[src/rtl/vpc_pkg.sv]
package vpc_pkg;
  localparam int unsigned ADDR_W   = 12;
  localparam int unsigned SRC_FLDW = 5;

  localparam logic [ADDR_W-1:0] OFS_VECT  = 12'h030;
  localparam logic [ADDR_W-1:0] OFS_DFLT  = 12'h034;
  localparam logic [ADDR_W-1:0] BASE_ADDR = 12'h100;
  localparam logic [ADDR_W-1:0] BASE_CTRL = 12'h200;

  typedef struct packed {
    logic                en;
    logic [SRC_FLDW-1:0] src;
  } slot_ctrl_t;
endpackage

[src/rtl/vpc_mask_gen.sv]
module vpc_mask_gen
  import vpc_pkg::*;
#(
  parameter int unsigned NUM_SLOT = 16,
  parameter int unsigned NUM_SRC  = 32
) (
  input  slot_ctrl_t [NUM_SLOT-1:0]                ctrl_i,
  output logic       [NUM_SLOT+1:0][NUM_SRC-1:0]   masks_o
);
  logic [NUM_SLOT-1:0][NUM_SRC-1:0] contrib;

  for (genvar g = 0; g < NUM_SLOT; g++) begin : g_contrib
    assign contrib[g] = ctrl_i[g].en ? (NUM_SRC'(1) << ctrl_i[g].src) : '0;
  end

  // level i covers sources of enabled slots below i; idle level covers all
  always_comb begin
    logic [NUM_SRC-1:0] acc;
    acc = '0;
    for (int i = 0; i < NUM_SLOT; i++) begin
      masks_o[i] = acc;
      acc = acc | contrib[i];
    end
    masks_o[NUM_SLOT]   = acc;
    masks_o[NUM_SLOT+1] = '1;
  end
endmodule

[src/rtl/vpc_level_pick.sv]
module vpc_level_pick #(
  parameter int unsigned NUM_SLOT = 16,
  parameter int unsigned NUM_SRC  = 32,
  localparam int unsigned LVL_W   = $clog2(NUM_SLOT + 2)
) (
  input  logic [NUM_SRC-1:0]                pend_i,
  input  logic [NUM_SLOT+1:0][NUM_SRC-1:0]  masks_i,
  input  logic [LVL_W-1:0]                  cur_i,
  output logic                              found_o,
  output logic [LVL_W-1:0]                  lvl_o,
  output logic                              irq_o
);
  always_comb begin
    found_o = 1'b0;
    lvl_o   = LVL_W'(NUM_SLOT + 1);
    for (int i = 0; i <= NUM_SLOT; i++) begin
      if (!found_o && (|(pend_i & masks_i[i+1])) && (LVL_W'(i) < cur_i)) begin
        found_o = 1'b1;
        lvl_o   = LVL_W'(i);
      end
    end
  end

  assign irq_o = |(pend_i & masks_i[cur_i]);
endmodule

[src/rtl/vpc_prio_stack.sv]
module vpc_prio_stack #(
  parameter int unsigned NUM_SLOT = 16,
  localparam int unsigned LVL_W   = $clog2(NUM_SLOT + 2),
  localparam int unsigned IDLE    = NUM_SLOT + 1
) (
  input  logic             clk_i,
  input  logic             rst_ni,
  input  logic             raise_i,
  input  logic [LVL_W-1:0] raise_lvl_i,
  input  logic             restore_i,
  output logic [LVL_W-1:0] cur_o
);
  logic [LVL_W-1:0] cur_q;
  logic [LVL_W-1:0] saved_q [NUM_SLOT+1];

  always_ff @(posedge clk_i or negedge rst_ni) begin
    if (!rst_ni) begin
      cur_q <= LVL_W'(IDLE);
      for (int i = 0; i <= NUM_SLOT; i++) saved_q[i] <= LVL_W'(IDLE);
    end else if (raise_i) begin
      saved_q[raise_lvl_i] <= cur_q;
      cur_q                <= raise_lvl_i;
    end else if (restore_i && cur_q != LVL_W'(IDLE)) begin
      cur_q <= saved_q[cur_q];
    end
  end

  assign cur_o = cur_q;
endmodule

[src/rtl/vec_prio_ctrl.sv]
module vec_prio_ctrl
  import vpc_pkg::*;
#(
  parameter int unsigned NUM_SLOT = 16,
  parameter int unsigned NUM_SRC  = 32,
  parameter int unsigned DATA_W   = 32
) (
  input  logic               clk_i,
  input  logic               rst_ni,
  input  logic [NUM_SRC-1:0] pend_i,
  input  logic               req_i,
  input  logic               we_i,
  input  logic [ADDR_W-1:0]  addr_i,
  input  logic [DATA_W-1:0]  wdata_i,
  output logic [DATA_W-1:0]  rdata_o,
  output logic               irq_o
);
  localparam int unsigned LVL_W = $clog2(NUM_SLOT + 2);
  localparam int unsigned IDX_W = $clog2(NUM_SLOT);
  localparam int unsigned CW    = $bits(slot_ctrl_t);

  logic [DATA_W-1:0]               slot_addr_q [NUM_SLOT];
  slot_ctrl_t [NUM_SLOT-1:0]       slot_ctrl_q;
  logic [DATA_W-1:0]               dflt_q;
  logic [DATA_W-1:0]               rdata_q;
  logic [NUM_SLOT+1:0][NUM_SRC-1:0] masks;
  logic [LVL_W-1:0]                cur_lvl;
  logic [LVL_W-1:0]                hit_lvl;
  logic                            hit;

  logic [IDX_W-1:0] idx;
  logic sel_addr, sel_ctrl, sel_vect, sel_dflt, rd_vect, wr_vect;

  assign idx      = addr_i[IDX_W+1:2];
  assign sel_addr = addr_i[ADDR_W-1:IDX_W+2] == BASE_ADDR[ADDR_W-1:IDX_W+2];
  assign sel_ctrl = addr_i[ADDR_W-1:IDX_W+2] == BASE_CTRL[ADDR_W-1:IDX_W+2];
  assign sel_vect = addr_i[ADDR_W-1:2] == OFS_VECT[ADDR_W-1:2];
  assign sel_dflt = addr_i[ADDR_W-1:2] == OFS_DFLT[ADDR_W-1:2];
  assign rd_vect  = req_i && !we_i && sel_vect;
  assign wr_vect  = req_i &&  we_i && sel_vect;

  logic unused_bits;
  assign unused_bits = ^{addr_i[1:0], wdata_i[DATA_W-1:CW]};

  vpc_mask_gen #(.NUM_SLOT(NUM_SLOT), .NUM_SRC(NUM_SRC)) u_mask (
    .ctrl_i  (slot_ctrl_q),
    .masks_o (masks)
  );

  vpc_level_pick #(.NUM_SLOT(NUM_SLOT), .NUM_SRC(NUM_SRC)) u_pick (
    .pend_i  (pend_i),
    .masks_i (masks),
    .cur_i   (cur_lvl),
    .found_o (hit),
    .lvl_o   (hit_lvl),
    .irq_o   (irq_o)
  );

  vpc_prio_stack #(.NUM_SLOT(NUM_SLOT)) u_stack (
    .clk_i       (clk_i),
    .rst_ni      (rst_ni),
    .raise_i     (rd_vect && hit),
    .raise_lvl_i (hit_lvl),
    .restore_i   (wr_vect),
    .cur_o       (cur_lvl)
  );

  always_ff @(posedge clk_i or negedge rst_ni) begin
    if (!rst_ni) begin
      for (int i = 0; i < NUM_SLOT; i++) begin
        slot_addr_q[i] <= '0;
        slot_ctrl_q[i] <= '0;
      end
      dflt_q <= '0;
    end else if (req_i && we_i) begin
      if (sel_addr) slot_addr_q[idx] <= wdata_i;
      if (sel_ctrl) slot_ctrl_q[idx] <= slot_ctrl_t'(wdata_i[CW-1:0]);
      if (sel_dflt) dflt_q           <= wdata_i;
    end
  end

  logic [DATA_W-1:0] vect_val, rd_d;

  // level NUM_SLOT and a failed search both yield the default address
  always_comb begin
    vect_val = dflt_q;
    if (hit && hit_lvl < LVL_W'(NUM_SLOT)) vect_val = slot_addr_q[hit_lvl[IDX_W-1:0]];
  end

  always_comb begin
    rd_d = '0;
    if (sel_addr)      rd_d = slot_addr_q[idx];
    else if (sel_ctrl) rd_d = DATA_W'(slot_ctrl_q[idx]);
    else if (sel_vect) rd_d = vect_val;
    else if (sel_dflt) rd_d = dflt_q;
  end

  always_ff @(posedge clk_i or negedge rst_ni) begin
    if (!rst_ni)             rdata_q <= '0;
    else if (req_i && !we_i) rdata_q <= rd_d;
  end

  assign rdata_o = rdata_q;
endmodule

[config.mk]
export PLATFORM = sky130hd
export DESIGN_NAME = vec_prio_ctrl
export DESIGN_NICKNAME = d
export VERILOG_FILES = /design/src/rtl/vpc_pkg.sv /design/src/rtl/vpc_mask_gen.sv /design/src/rtl/vpc_level_pick.sv /design/src/rtl/vpc_prio_stack.sv /design/src/rtl/vec_prio_ctrl.sv
export SDC_FILE = /design/constraint.sdc
export NUM_CORES = 2
export LEC_CHECK = 0
export ABC_CLOCK_PERIOD_IN_PS = 7200
export BUFFER_PORTS_ARGS = -buffer_cell sky130_fd_sc_hd__buf_2
export CORE_ASPECT_RATIO = 0.5
export CORE_MARGIN = 2
export CORE_UTILIZATION = 54
export CTS_BUF_LIST = sky130_fd_sc_hd__clkbuf_4
export DETAILED_ROUTE_END_ITERATION = 10
export PLACE_DENSITY_LB_ADDON = 0.1
export SYNTH_ARGS = -nofsm -noshare
export SYNTH_HDL_FRONTEND = slang
export SYNTH_SLANG_ARGS = --single-unit
[constraint.sdc]
create_clock -name clk_i -period 7.2 [get_ports clk_i]
set_clock_uncertainty 0.2 [all_clocks]
set_input_delay 0.72 -clock clk_i [delete_from_list [all_inputs] [get_ports clk_i]]
set_output_delay 0.72 -clock clk_i [all_outputs]
set_load 0.02 [all_outputs]
==> results of run 1 <==
## what timing repair did
action                                 CTS
setup endpoints to repair                0
endpoints found under the hold margin  557
hold buffers                            28
buffers inserted                         0
## per-layer routing
metal	GRT usage	overflow
met5	0.3456	2
met4	0.6919	79
met3	0.6112	3
met2	0.8776	84
met1	0.7672	4
## kinds of logic after synthesis
logic type	Yosys count	synth area share
buffers and inverters	635	0.04893
AND/OR/NAND/NOR	1553	0.1519
AO/OA/AOI/OAI	1552	0.1994
multiplexers	969	0.2454
flip-flops	762	0.3544
## through the flow
stage               utilization  hold WS (ps)  instances
floorplan                     -         224.4       5471
global placement         0.5829         262.5       6722
detailed placement       0.5829         283.2       6722
CTS                      0.6106         35.94       7088
==> run_results.csv, run 1 <==
group,metric,value,unit
status,error,"[ERROR GRT-0232] Routing congestion too high. Check the congestion heatmap in the GUI.",
place,portBuffers,110,
yosys,yosys_warnings,0,
place,place_area,57300,µm²
yosys,yosysUniqueCellTypes,110,
grt,overflow,172,
yosys,synth.most_common_cell,"dfrtp_1",
yosys,synth-seq-cells,762,
yosys,async_reset_ff_frac,1.000,
place,pre_cts_slack,515.7,ps
yosys,ys.flop_type,"dfrtp_1",
yosys,synth_seq_area_share,0.3544,
grt,grtUsageTotal,0.7411,
status,outcome,"stopped before the end",
place,gp_congestion,1.210,
status,stop_stage,"global routing",
clocking,cts.htree.levels,4,
floorplan,die_y,227.5,µm
grt,grt_max_degree,177,
yosys,synth_top_cell_by_area,"dfrtp_1",
clocking,cts_buffers,188,
yosys,synth_top_cell_area_share,0.3368,
yosys,syn_avg_cell_area,9.858,µm²
clocking,clkSinkCount,762,
floorplan,start_util,0.5486,
floorplan,die-width,450.9,µm
yosys,synth_cells,5471,
clocking,cts_root_buf,"clkbuf_4",
yosys,synth_nets,5551,
yosys,synth_area_leaders,"dfrtp_1 34%, mux2_2 15%, mux4_2 8.8%",
yosys,synth_commonest_cells,"726 x dfrtp_1, 701 x mux2_2, 515 x nor2_1",
floorplan,ios,113,
yosys,netlist_area,53930,µm²
place,dp_hpwl,214200,µm
clocking,ctsResizeCount,0,
floorplan,rows,81,
clocking,clockBufferDepth,3,
yosys,synth_edf_count,0,
==> run 2, diff against run 1 <==
--- a/config.mk
+++ b/config.mk
@@ -7,12 +7,10 @@
 export LEC_CHECK = 0
 export ABC_CLOCK_PERIOD_IN_PS = 7200
 export BUFFER_PORTS_ARGS = -buffer_cell sky130_fd_sc_hd__buf_2
-export CORE_ASPECT_RATIO = 0.5
 export CORE_MARGIN = 2
-export CORE_UTILIZATION = 54
-export CTS_BUF_LIST = sky130_fd_sc_hd__clkbuf_4
+export CORE_UTILIZATION = 39
 export DETAILED_ROUTE_END_ITERATION = 10
-export PLACE_DENSITY_LB_ADDON = 0.1
+export PLACE_DENSITY_LB_ADDON = 0.15
 export SYNTH_ARGS = -nofsm -noshare
 export SYNTH_HDL_FRONTEND = slang
 export SYNTH_SLANG_ARGS = --single-unit
==> run 2 against run 1 <==
The flow now finishes, with violations (max-capacitance violations, max-slew violations). Synthesized area unchanged. Synthesized cell count unchanged.
==> run_results.csv, run 2 <==
group,metric,value,unit
status,outcome,"finished with violations",
status,violations,"max-capacitance violations, max-slew violations",
timing,period_share,0.9671,
floorplan,core,137300,µm²
clocking,clkSinkCount,762,
timing,clock.fmax,143.6,MHz
clocking,clockBufferDepth,3,
route,highest_layer,"met5",
floorplan,ios,113,
grt,grt_max_degree,150,
route,drc,0,
timing,rsz0062_at_grt,"false",
route,viasPerCell,7.352,
finish,syn_to_final_growth,12.40,%
finish,final_common_cell,"dfrtp_1",
timing,setup_viol,0,
floorplan,rows,136,
finish,drive_gt1_frac,0.3167,
yosys,synth_commonest_cells,"726 x dfrtp_1, 701 x mux2_2, 515 x nor2_1",
route,post_drt_wl_per_cell,41.65,µm
finish,largest_register_ffs,512,
grt,antenna_found_initial,28,
route,routed_wl,305900,µm
yosys,synth_area_leaders,"dfrtp_1 34%, mux2_2 15%, mux4_2 8.8%",
yosys,yosys_warnings,0,
yosys,synth_edf_count,0,
yosys,synth_cells,5471,
clocking,cts.htree.levels,3,
pwr,power,9356,µW
pwr,ir_drop,0.2349,mV
floorplan,die-width,375.9,µm
route,wl_met1,115200,µm
yosys,syn_avg_cell_area,9.858,µm²
finish,fillers,13295,
finish,final_cell_mix,"723 x dfrtp_1, 701 x mux2_2, 504 x nor2_1",
flow_run,maxCapViolations,3,
timing,hold_viol,0,
floorplan,die_area,141300,µm²
pwr,p_leak,0.02611,µW
finish,fin_nets,5548,
yosys,synth_seq_area_share,0.3544,
yosys,async_reset_ff_frac,1.000,
worst_setup_path,cp_max_fo,18,
yosys,synth.most_common_cell,"dfrtp_1",
worst_setup_path,cp.arrival,6040,ps
route,ant_nets,0,
timing,slew_headroom,-0.1377,
grt,overflow,0,
hold_path,hold_path.class,"in -> reg",
yosys,ys.flop_type,"dfrtp_1",
timing,setup_tns,0,ps
clocking,clk_pin_slew,60,ps
finish,reg_top3,"slot_addr_q (512), slot_ctrl_q (96), u_stack.saved_q (85)",
yosys,synth_top_cell_area_share,0.3368,
place,gp_congestion,1.146,
yosys,synth-seq-cells,762,
clocking,cts_tree,"built",
grt,grtUsageTotal,0.4219,
worst_setup_path,start_kind,"register",
worst_setup_path,crit_type,"reg -> out",
yosys,netlist_area,53930,µm²
place,dp_hpwl,213500,µm
yosys,synth_nets,5551,
yosys,yosysUniqueCellTypes,110,
route,routed-via-count,54010,
timing,period_needed,6963,ps
floorplan,start_util,0.3928,
clocking,post_cts.repair.setup_buffers,0,
floorplan,die_y,375.9,µm
place,portBuffers,110,
grt,grt_pass1_wl,420700,µm
route,wl_met2,130700,µm
timing,slew_viol_final,3,
clocking,clock_latency,680,ps
clocking,ctsResizeCount,0,
route,wl_met3,33210,µm
place,pre_cts_slack,590.4,ps
clocking,cts_buffers,77,
route,drt-pass1-iter-count,9,
clocking,cts_root_buf,"clkbuf_16",
pwr,cellPowerDensity,154.3,nW/µm²
worst_setup_path,crit_path_end_kind,"output port",
finish,top_register,"slot_addr_q",
timing,worst_slew_pin_slew,1685,ps
grt,grt_pass1_vias,51414,
route,drt_iter0_markers,8383,
worst_setup_path,critPathRequiredTime,6280,ps
yosys,synth_top_cell_by_area,"dfrtp_1",
timing,layout_setup_ws,237.0,ps
==> run 2: cell counts after synthesis <==
Identical to the previous run, type by type.
==> run 2: kinds of logic after synthesis <==
family,after synthesis,share of synthesized area
AO/OA/AOI/OAI,1552,0.1994
buffers and inverters,635,0.04893
flip-flops,762,0.3544
multiplexers,969,0.2454
AND/OR/NAND/NOR,1553,0.1519
==> run 2: what timing repair did <==
| action | CTS | global route |
|---|---|---|
| endpoints found under the hold margin | 60 | 0 |
| setup endpoints to repair | 0 | 0 |
| hold buffers | 1 | 0 |
==> run 2: area by class of cell <==
class                      instances  area (µm²)  area share
inverter                          49       183.9    0.003034
multi-input combinational       4074       32420      0.5348
clock buffer                     115        2290     0.03777
sequential                       762       19120      0.3155
timing repair buffer             504        3995     0.06590
antenna                           26       65.06    0.001073
clock inverter                    22       296.5    0.004892
tap                             1794        2245     0.03703
==> run 2: per-stage QoR <==
stage,util,hold slack (ps),instances,area [µm²]
2_1_floorplan,-,224.4,5471,53930
3_5_place_dp,0.4220,274.1,7182,57950
5_1_grt,0.4410,247.3,7323,60560
6_report,0.4415,220.1,7346,60620
4_1_cts,0.4409,199.5,7320,60550
3_3_place_gp,0.4220,261.8,7182,57950
==> run 2: final timing paths <==
path / from / slack [ps] / cells past startpoint / to
setup / recovery: slot_ctrl_q[14] / 240 / 13 / irq_o
hold / removal: wdata_i[11] / 220 / 3 / dflt_q[11]
setup reg to reg: slot_ctrl_q[14] / 240 / 19 / rdata_o[1]
hold reg to reg: u_stack.saved_q[68] / 290 / 1 / u_stack.saved_q[68]
max in group asynchronous: rst_ni / 5090 / 3 / slot_addr_q[202]
min in group asynchronous: rst_ni / 400 / 2 / slot_addr_q[168]
==> run 2: worst max-delay path: stages, from the launching register on <==
cell and delay, ps:
dfrtp_1 660, nand4_1 470, o22ai_1 320, or3_1 680, or3_1 700, o221ai_1 660, o41ai_1 310, o21ai_0 610
a21oi_1 80, a21oi_1 160, nand4_1 130, nor3_1 270, nand2_1 100, buf_2 170
==> run 2: where the power goes <==
group          internal [µW]  switching (µW)  total [µW]  leakage [µW]
combinational            205             589         794        0.0145
sequential              4330            58.1        4390        0.0103
clock                   2360            1820        4170       0.00127
==> run 2: per-layer routing <==
metal,vias up,global-route usage
met5,-,0.005146
met4,21,0.3029
met3,1290,0.1145
met2,4244,0.6268
met1,27234,0.5287
li1,21221,-
Note: power is estimated with default switching activity, not from simulation.
